<file path="config.mk">
export PLATFORM = sky130hd
export DESIGN_NAME = refresh_sched
export DESIGN_NICKNAME = d
export VERILOG_FILES = /design/src/rtl/refresh_sched.sv
export SDC_FILE = /design/constraint.sdc
export NUM_CORES = 1
export LEC_CHECK = 0
export ABC_AREA = 1
export CORE_ASPECT_RATIO = 1.1
export CORE_MARGIN = 2
export CORE_UTILIZATION = 55
export DETAILED_ROUTE_END_ITERATION = 8
export PLACE_DENSITY = 0.78
export SLEW_MARGIN = 20
export SYNTH_ARGS = -nofsm -noshare
export SYNTH_HDL_FRONTEND = slang
export SYNTH_SLANG_ARGS = --single-unit
</file>
<file path="constraint.sdc">
create_clock -name clk -period 2.3 [get_ports clk]
set_input_delay 0.46 -clock clk [delete_from_list [all_inputs] [get_ports clk]]
set_output_delay 0.46 -clock clk [all_outputs]
set_load 0.02 [all_outputs]
</file>
<file path="src/rtl/refresh_sched.sv">
module refresh_sched #(
  parameter int CLK_PS   = 7500,
  parameter int REFI_PS  = 15_600_000,
  parameter int RFC_PS   = 75_000,
  parameter int MAX_DEBT = 8
) (
  input  logic clk,
  input  logic rst_n,
  input  logic banks_idle,
  input  logic arb_idle,
  input  logic ref_gnt,
  output logic ref_req,
  output logic ref_urgent,
  output logic ref_cmd,
  output logic hold_busy
);

  localparam int INTERVAL = REFI_PS / CLK_PS;
  localparam int RFC_CYC  = (RFC_PS + CLK_PS - 1) / CLK_PS;
  localparam int IW       = $clog2(INTERVAL + 1);
  localparam int DW       = $clog2(MAX_DEBT + 1);
  localparam int HW       = $clog2(RFC_CYC + 1);

  logic [IW-1:0] icnt;
  logic [DW-1:0] debt, debt_nxt;
  logic [HW-1:0] hold;
  logic          due, urg_q;

  assign due        = (icnt == IW'(INTERVAL - 1));
  assign hold_busy  = (hold != '0);
  assign ref_req    = (debt != '0) && !hold_busy;
  assign ref_urgent = urg_q;
  assign ref_cmd    = ref_req && ref_gnt && banks_idle && (urg_q || arb_idle);

  always_comb begin
    debt_nxt = debt;
    if (due && !ref_cmd) begin
      if (debt != DW'(MAX_DEBT)) debt_nxt = debt + 1'b1;
    end else if (!due && ref_cmd) begin
      debt_nxt = debt - 1'b1;
    end
  end

  always_ff @(posedge clk) begin
    if (!rst_n) begin
      icnt  <= '0;
      debt  <= '0;
      urg_q <= 1'b0;
      hold  <= '0;
    end else begin
      icnt  <= due ? '0 : icnt + 1'b1;
      debt  <= debt_nxt;
      urg_q <= (debt_nxt == DW'(MAX_DEBT)) || (urg_q && debt_nxt != '0);
      if (ref_cmd)        hold <= HW'(RFC_CYC - 1);
      else if (hold_busy) hold <= hold - 1'b1;
    end
  end

  // an ended interval without a command adds one owed refresh
  p_debt_step_r2: assert property (@(posedge clk) disable iff (!rst_n)
    (due && !ref_cmd && debt != DW'(MAX_DEBT)) |=> (debt == $past(debt) + 1'b1));

  // polite refresh waits for an idle arbiter
  p_low_prio_r3: assert property (@(posedge clk) disable iff (!rst_n)
    (ref_cmd && !ref_urgent) |-> arb_idle);

  // never refresh with a bank open
  p_banks_r4: assert property (@(posedge clk) disable iff (!rst_n)
    ref_cmd |-> banks_idle);

  // urgency starts only at the limit
  p_urgent_rise_r5: assert property (@(posedge clk) disable iff (!rst_n)
    $rose(ref_urgent) |-> (debt == DW'(MAX_DEBT)));

  // recovery hold follows every command
  p_hold_after_cmd_r6: assert property (@(posedge clk) disable iff (!rst_n)
    ref_cmd |=> (hold_busy && !ref_cmd));

  // a command alone retires one owed refresh
  p_cmd_dec_r7: assert property (@(posedge clk) disable iff (!rst_n)
    (ref_cmd && !due) |=> (debt == $past(debt) - 1'b1));

  // simultaneous end of interval and command cancel out
  p_both_r8: assert property (@(posedge clk) disable iff (!rst_n)
    (ref_cmd && due) |=> $stable(debt));

  // owed count never passes the limit
  p_no_overflow_r9: assert property (@(posedge clk) disable iff (!rst_n)
    debt <= DW'(MAX_DEBT));

endmodule

</file>
; Yosys cells after proc, flatten, opt, wreduce, memory -nomap -nowiden
; Index checks and enable logic that the tools add are counted.
[op_classes]
n_reduce_logical = 18
addsub = 4
mux = 5
n_eq_ne = 3
bitwise_logic = 1
[op_table]
columns = op, count
row1 = 2-to-1 mux 4 bit, 5
row2 = adder 12 x 1 -> 12 bit (second input constant), 1
row3 = equality test 12 bit (second input constant), 1
row4 = nonzero test 4 bit, 3
row5 = subtractor 4 x 1 -> 4 bit (second input constant), 2
row6 = logical AND 1 bit, 7
row7 = adder 4 x 1 -> 4 bit (second input constant), 1
row8 = equality test 4 bit (second input constant), 1
row9 = inequality test 4 bit (second input constant), 1
row10 = OR reduction 2 bit, 2
row11 = zero test 1 bit, 3
row12 = logical OR 1 bit, 2
row13 = nonzero test 2 bit, 1
row14 = inverter 1 bit, 1
[totals]
out_inout_bits = 4
input_bits = 5
ff_bits = 21
elab_cells = 36

; Depth between registers and ports, before layout
; Gate-level depths: netlist of the first run.
[logic_depth]
ltp_word = 12
depth_mapped = 15
ltp_nobuf = 15

; Worst setup path before layout of the first run
; OpenSTA, ideal clock, no wires.
[synth_path]
path_type = reg-to-reg
start = register debt[0]
end = register urg_q, in the netlist ref_urgent
synth_period_minus_slack_ns = 1.631
setup_ns = 0.112
path_buffers = 0
t_required_ns = 2.188
slack_ns = 0.669
stages_incl_launch_ff = 15
t_arrival_ns = 1.518
path_cell_list = dfxtp_1 > inv_1 > ha_1 > nand3_2 > nand2_4 > nor2_8 > nand2_4 > inv_2 > nand2_2 > nand2_1 > nor2_2 > nand2_1 > nor2_1 > nor2_1 > nor2_2
[synth_between]
elab_chain_len = 11
word_cells_on_any_way = 18
cone_classes = add/sub: 2 / eq/ne: 2 / mux: 3 / reduce/logical: 11
[synth_rtl]
columns = item, line_no
row1 = from (decl), 25  ; logic [DW-1:0] debt, debt_nxt;
row2 = from (signal assigned), 52  ; debt <= debt_nxt;
row3 = nonzero test 4 bit *, 31  ; assign ref_req = (debt != '0) && !hold_busy;
row4 = logical AND 1 bit *, 31
row5 = logical AND 1 bit * (3 in a row), 33  ; assign ref_cmd = ref_req && ref_gnt && banks_idle && (urg_q || arb_idle);
row6 = net ref_cmd, 14  ; output logic ref_cmd,
row7 = logical AND 1 bit / zero test 1 bit (equally long branches), "39, 37"
row8 = 2-to-1 mux 4 bit / logical AND 1 bit (equally long branches), "39, 37"
row9 = 2-to-1 mux 4 bit *, 37  ; if (due && !ref_cmd) begin
row10 = nonzero test 4 bit, 53  ; urg_q <= (debt_nxt == DW'(MAX_DEBT)) || (urg_q && debt_nxt != '0);
row11 = logical AND 1 bit, 53
row12 = logical OR 1 bit *, 53
row13 = to (signal assigned), 53
row14 = to (decl), 27  ; logic due, urg_q;
; The timed path passes the listed nets; every way through them passes the cells marked *.
; A chain may end at the register's enable or synchronous reset.

; Worst setup path in the final report of the first run
[layout_path]
start = register debt[1]
end = output ref_cmd
[layout_between]
elab_chain_len = 5
[layout_rtl]
columns = item, line_no
row1 = nonzero test 4 bit, 31
row2 = logical AND 1 bit, 31
row3 = logical AND 1 bit (3 in a row), 33
row4 = to (decl), 14
; No other way between the ends.

==> run metrics, run 1 <==
initial antenna violation count 0; Initial Util 59.31%; f_max 470.3 MHz; fin. max-slew vios 0; Final HPWL DP 2033 um; fin area 1509 um2; worst r2r src debt[1]$_SDFF_PN0_; power density cells 594.9 nW/um2; Reg2Reg Depth 14; crit path capture type output port; DP Area 1486 um2; CTS buffer count 3; number of global-route vias before repair 1156; DR WL/cell 10.75 um; CTS tree built; Fill cells 211; Setup Viol. Count Final 0; core footprint 2297 um2; largest net degree at the start of global routing 13; Initial DRC Count 18; min Tclk post-route 2.126 ns; die area 2892 um2; yosys warns 0; DR vias/cell 5.172; Slew HR 74.83%; CP arrival 1.67 ns; H-tree depth 1; RSZ-0062 raised after global routing no; CP Class reg2out; combinational fraction of design power 31.6%; Min-Delay Path Depth 1; Max stage delay cell, worst path dfxtp_1; Congestion Overflow GR 0; # diodes 0; worst-path cell chain inv_1, ha_1, nand3_2, nand2_4, nor2_8, dlygate4sd2_1; Syn Area/Cell 7.405 um2; placed cell count 223; slowest cell delay on critical path 0.42 ns; CTS max path bufs 2; Peak VDD IR 0.4760 mV; hold-fix buffers at CTS 0; final clock skew 0.004618 ns; post-cts resize count 3; gpl congestion 0.9095; Die Wd 51.46 um; Post-Syn Area 1363 um2; worst slew pin tran 0.3766 ns; Layout Nets 208; Top-Level Pins 9; worst hold slack 0.4791 ns; Max Cap Viol 0; wirelength, routed 2441 um; CTS Root Buffer Type clkbuf_4; clock share of power 19.0%; syn_nets 194; number of synthesized register bits 21; pre-CTS worst setup slack -0.08977 ns; r2r setup slk 0.45 ns; Int Power 0.5912 mW; Clk Latency, worst-skew pair 0.30 ns; clk sinks 21; Hold Path Class reg2reg; PortBufs 8; Yosys cell types 28; first-pass GRT wire length 4353 um; final period utilization 92.44%; critical path required time 1.84 ns; total net switching power 0.3065 mW; fin cells 227; Layout area overhead 10.74%; via count 1174; switching part of the total 34.14%; r2r endpoint ref_urgent$_SDFF_PN0_; Final ANT Viol Nets 0; All-Layer GR Usage 19.08%; Seq/Total Area, Yosys 30.85%; layout cell share with drive strength beyond 1 21.83%; Clock transition at path regs 0.11 ns; post-CTS setup buffers 0; crit path max fanout 5; DRT Pass-1 Iters 4; Die Y 56.20 um; hold_sp icnt[0]$_SDFF_PP0_; worst setup margin 0.1739 ns; Fin. Hold Viols 0; Leak 0.7133 nW; Post-Route Utilization 65.69%; drc violations 0; status finished, final reports clean; Seq pwr share 49.4%; Hold EP icnt[0]$_SDFF_PP0_; start point of the critical path debt[1]$_SDFF_PN0_; number of cell rows 18; kind of start point of the critical path register; Post-Syn Instances 184
==> power groups by stage <==
stage               sequential [mW]  combinational (mW)  clock, mW
floorplan                     0.445               0.231          0
global placement              0.448               0.284          0
detailed placement            0.452               0.297          0
CTS                           0.443               0.288      0.177
global route                  0.451               0.318      0.197
finish                        0.444               0.284      0.170
==> Yosys cell counts, drive strengths merged <==
cell type  count  share of area, %
nand2         43                15
nor2          32                15
inv           28               7.7
dfxtp         21                31
nand3         17               8.3
a21oi         11               4.0
ha             5               4.6
nand4          5               2.3
nor3           4               1.8
xor2           4               2.6
nor3b          3               1.7
o21a           3               1.7
buf            2               1.2
o21ai          2              0.73
a2111oi        1              0.64
nor4           1              0.92
o21bai         1              0.55
xnor2          1              0.64
==> cell families (layout without fill, tap and decap cells) <==
kind of cell,after synthesis,after routing,synth area share (%)
simple gates,105,105,44.81
buf+inv,30,43,8.907
flops,21,21,30.85
compound gates,18,18,7.622
fa+ha+maj,5,5,4.591
xor+xnor,5,5,3.214
==> worst max-delay path by stage <==
stage / end / slack, ns
floorplan: ref_urgent$_SDFF_PN0_ / 0.67
global placement: ref_cmd / -0.05
detailed placement: ref_cmd / -0.09
CTS: ref_cmd / 0.16
global route: ref_cmd / 0.06
finish: ref_cmd / 0.17
==> layout make-up <==
cell class                      count  area (um2)  area share (%)
Multi-Input combinational cell    133       820.8           54.39
Sequential cell                    21       420.4           27.86
Inverter                           28       105.1           6.965
Timing Repair Buffer               11       98.84           6.551
Tap cell                           30       37.54           2.488
Clock buffer                        4       26.28           1.741
==> cells in the final DEF, fill, tap and decap left out, drive strengths merged <==
cell type	Yosys	final
nor3	4	4
nand2	43	43
buf	2	3
a2111oi	1	1
o21a	3	3
clkbuf	0	4
nor4	1	1
clkdlybuf4s50	0	5
nand3	17	17
a21oi	11	11
o21bai	1	1
xor2	4	4
dlygate4sd2	0	3
inv	28	28
nor2	32	32
nor3b	3	3
o21ai	2	2
ha	5	5
xnor2	1	1
dfxtp	21	21
nand4	5	5
==> through the flow <==
stage	setup TNS [ns]	power (mW)
global placement	-0.05312	0.7319
detailed placement	-0.08977	0.7484
global route	0	0.9657
finish	0	0.8977
CTS	0	0.9092
floorplan	0	0.6755
==> state kept, by name, summed over array words and instances, names as in the netlist <==
register	count
ref_urgent	1
icnt	12
debt	4
hold	4
==> metal layers <==
layer	vias up	wire, um	GRT usage (%)
li1	616	-	-
met2	15	1336	36.45
met4	0	46	7.519
met1	537	984	20.10
met3	6	73	2.688
met5	-	0	0
==> critical path, delay by kind of cell (launching register included) <==
family | cells | cell delay, ns
and+or+nand+nor | 3 | 0.29
DFF | 1 | 0.42
buffers and inverters | 2 | 0.43
adders and majority gates | 1 | 0.23
No activity file was read; power rests on OpenSTA's default activity.
==> run 2, diff against run 1 <==
--- a/config.mk
+++ b/config.mk
@@ -5,12 +5,11 @@
 export SDC_FILE = /design/constraint.sdc
 export NUM_CORES = 1
 export LEC_CHECK = 0
-export ABC_AREA = 1
 export CORE_ASPECT_RATIO = 1.1
 export CORE_MARGIN = 2
 export CORE_UTILIZATION = 55
 export DETAILED_ROUTE_END_ITERATION = 8
-export PLACE_DENSITY = 0.78
+export PLACE_DENSITY = 0.79
 export SLEW_MARGIN = 20
 export SYNTH_ARGS = -nofsm -noshare
 export SYNTH_HDL_FRONTEND = slang
==> run 2 against run 1 <==
  * Core utilization is 4.9 points higher
  * Critical path type unchanged
  * Final cell count down 21%
  * Non-clock buffer count rose by 13
  * Routed wire length shrank 8.2%
  * Sequential share of layout area is 2.4 points higher
  * Via count is 16% lower
  * Total power increased by 14%
  * Flip-flop and latch count stayed put
  * Critical path depth unchanged
  * Hold slack improved by 0.012 ns
  * Highest routed layer unchanged
  * Largest power group unchanged
  * Combinational power increased by 46%
==> run metrics, run 2 <==
Leak 0.5789 nW (-19%); RSZ-0062 raised after global routing no; most common cell after layout, fill and taps aside dfxtp_1; Syn Area/Cell 8.906 um2 (+20%); delay-heaviest family, CP simple AND/OR/NAND/NOR gates; Initial Util 57.18% (-2.1 points); Post-Syn Area 1131 um2 (-17%); gpl congestion 0.8331 (-8.4%); most frequent cells in the layout 19 x dfxtp_1, 17 x buf_4, 12 x nand2_1; hold-fix buffers at CTS 0 (unchanged); Post-Syn Instances 127 (-31%); Max stage delay cell, worst path or3b_4; slowest cell delay on critical path 0.38 ns (-0.04 ns); CTS buffer count 3 (unchanged); number of cell rows 17 (-1); initial antenna violation count 0 (unchanged); crit path max fanout 2 (-3); Final ANT Viol Nets 0 (unchanged); cell with the most instances after synthesis dfxtp_1; r2r endpoint ref_urgent$_SDFF_PN0_; Hold Path Class reg2reg; Layout area overhead 23.45%; fin. max-slew vios 0 (unchanged); async set-reset flop share out of synthesis 0% (unchanged); CTS Root Buffer Type clkbuf_4; Seq/Total Area, Yosys 37.17% (+6.3 points); Clk Latency, worst-skew pair 0.30 ns (about the same); final clock skew 0.002190 ns (-0.002428 ns); r2r setup slk 0.12 ns (-0.33 ns); Yosys cell types 39 (+39%); DP Area 1344 um2 (-9.6%); CP arrival 1.76 ns (+0.09 ns); number of synthesized register bits 21 (unchanged); CP Class reg2out; Largest regs icnt: 12 flops, debt: 4 flops, hold: 4 flops; Die Wd 47.24 um (-8.2%); Peak VDD IR 0.5289 mV (+11%); placed cell count 175 (-22%); status finished, final reports clean; layout cell share with drive strength beyond 1 25.83% (+4.0 points); min Tclk post-route 2.223 ns (+0.09695 ns); final period utilization 96.65% (+4.2 points); critical path required time 1.84 ns (about the same); Max Cap Viol 0 (unchanged); DRT Pass-1 Iters 4 (unchanged); Tot Pwr 1.019 mW (+14%); Setup Viol. Count Final 0 (unchanged); max FFs per register 12 (unchanged); Layout Nets 162 (-22%); CTS tree built; wirelength, routed 2242 um (-8.2%); core footprint 1978 um2 (-14%); worst slew pin tran 0.4492 ns (+0.07257 ns); Hold EP ref_urgent$_SDFF_PN0_; Post-synth EDFFs 0 (unchanged); Congestion Overflow GR 0 (unchanged); crit path capture type output port; Clock transition at path regs 0.12 ns (about the same); largest net degree at the start of global routing 15 (+2); syn_nets 137 (-29%); fin cells 179 (-21%); CTS max path bufs 2 (unchanged); Min-Delay Path Depth 2 (+1); worst r2r src hold[1]$_SDFFE_PP0P_; worst hold slack 0.4909 ns (+0.01182 ns); Reg2Reg Depth 9 (-5); DR vias/cell 5.525 (+6.8%); area fraction of the dominant cell type after synthesis 37.17% (+6.3 points); Biggest register icnt; Slew HR 69.96% (-4.9 points); Die Y 51.56 um (-8.3%); power density cells 729.9 nW/um2 (+23%); fin area 1396 um2 (-7.5%); kind of start point of the critical path register; PortBufs 8 (unchanged); H-tree depth 1 (unchanged); f_max 449.8 MHz (-4.4%); first-pass GRT wire length 3822 um (-12%); # diodes 0 (unchanged); yosys warns 0 (unchanged); area leader, netlist dfxtp_1; All-Layer GR Usage 21.77% (+2.7 points); CP Buf/Inv Count 3 (+1); hold_sp ref_urgent$_SDFF_PN0_; most common flop cell mapped by yosys dfxtp_1; clk sinks 21 (unchanged); die area 2436 um2 (-16%); Top-Level Pins 9 (unchanged); Fin. Hold Viols 0 (unchanged); synth cell count leaders 21 x dfxtp_1, 12 x nand2_1, 11 x nor2_1, 9 x xor2_1, 6 x inv_1; Final HPWL DP 1695 um (-17%); DR WL/cell 12.53 um (+16%); drc violations 0 (unchanged); Initial DRC Count 11 (-7); number of global-route vias before repair 969 (-16%); Area contributors post-synth dfxtp_1 37%, xor2_1 7.0%, ha_1 5.5%; worst-path cell chain inv_2, ha_4, or3b_4, or3_4, inv_4, buf_6; via count 989 (-16%)
run 2: changes by cell type in the layout (fill, tap and decap cells not counted), sizes merged, moves of 4 or more:
cell   delta
and2      +4
and3      +5
nor2     -20
xor2      +5
xnor2     +4
a21oi     -6
buf      +15
inv      -21
or3       +4
nand3    -12
nand2    -31
run 2: worst max-delay path by stage:
stage | start | end | slack, ns | depth (start not counted)
3_5_place_dp | arb_idle | ref_cmd | -0.24 | 5
5_1_grt | hold[1]$_SDFFE_PP0P_ | ref_cmd | 0.02 | 6
4_1_cts | hold[0]$_SDFFE_PN0P_ | ref_cmd | -0.04 | 6
3_3_place_gp | arb_idle | ref_cmd | -0.24 | 5
2_1_floorplan | hold[0]$_SDFFE_PN0P_ | ref_urgent$_SDFF_PN0_ | 0.005 | 10
6_report | hold[1]$_SDFFE_PP0P_ | ref_cmd | 0.08 | 6
run 2: where the power goes:
part | internal (mW) | switching [mW]
registers | 0.406 | 0.0231
logic | 0.224 | 0.189
clock network | 0.0649 | 0.112
run 2: routing by layer:
metal  global-route usage, %  wire, um  share of wire (%)
met1                   25.05       942                 42
met2                   36.49      1180                 53
met3                   4.167        64                2.9
met4                   11.57        55                2.5
met5                       0         0                  0
run 2: logic make-up (layout without fill, tap and decap cells):
group,count (synthesis),count (layout),synth area share (%)
AOI/OAI and AO/OA,17,17,11.73
xor gates and xnor gates,14,14,10.84
adders and majority gates,5,5,5.531
buffers and inverters,11,35,4.535
DFF,21,21,37.17
muxes,1,1,0.8850
and+or+nand+nor,58,58,29.31
run 2: cell type report:
cell class	count	area [um2]
tap	28	35.03
inverter	7	28.78
fill	157	581.8
sequential	21	422.9
clock buffer	3	22.52
clock inverter	1	5.005
timing repair buffer	24	197.7
multi-input combinational	95	684.4
run 2: metrics by stage:
| step | TNS (ns) | util, % | setup WS (ns) |
|---|---|---|---|
| floorplan | 0 | - | 0.005370 |
| global placement | -0.2546 | 67.93 | -0.2365 |
| detailed placement | -0.3000 | 67.93 | -0.2409 |
| CTS | -0.03600 | 69.51 | -0.03600 |
| global route | 0 | 70.59 | 0.01991 |
| finish | 0 | 70.59 | 0.07694 |
run 2: timing repair:
action	CTS	global route
pin swaps	0	2
gates cloned	0	0
resized for setup	13	8
endpoints found under the setup margin	4	3
buffers inserted	0	0
run 2: tightest hold or removal path, stage by stage, from the launching register on:
cell and delay (ns):
dfxtp_1 0.34, nand2_1 0.06, mux2i_1 0.05
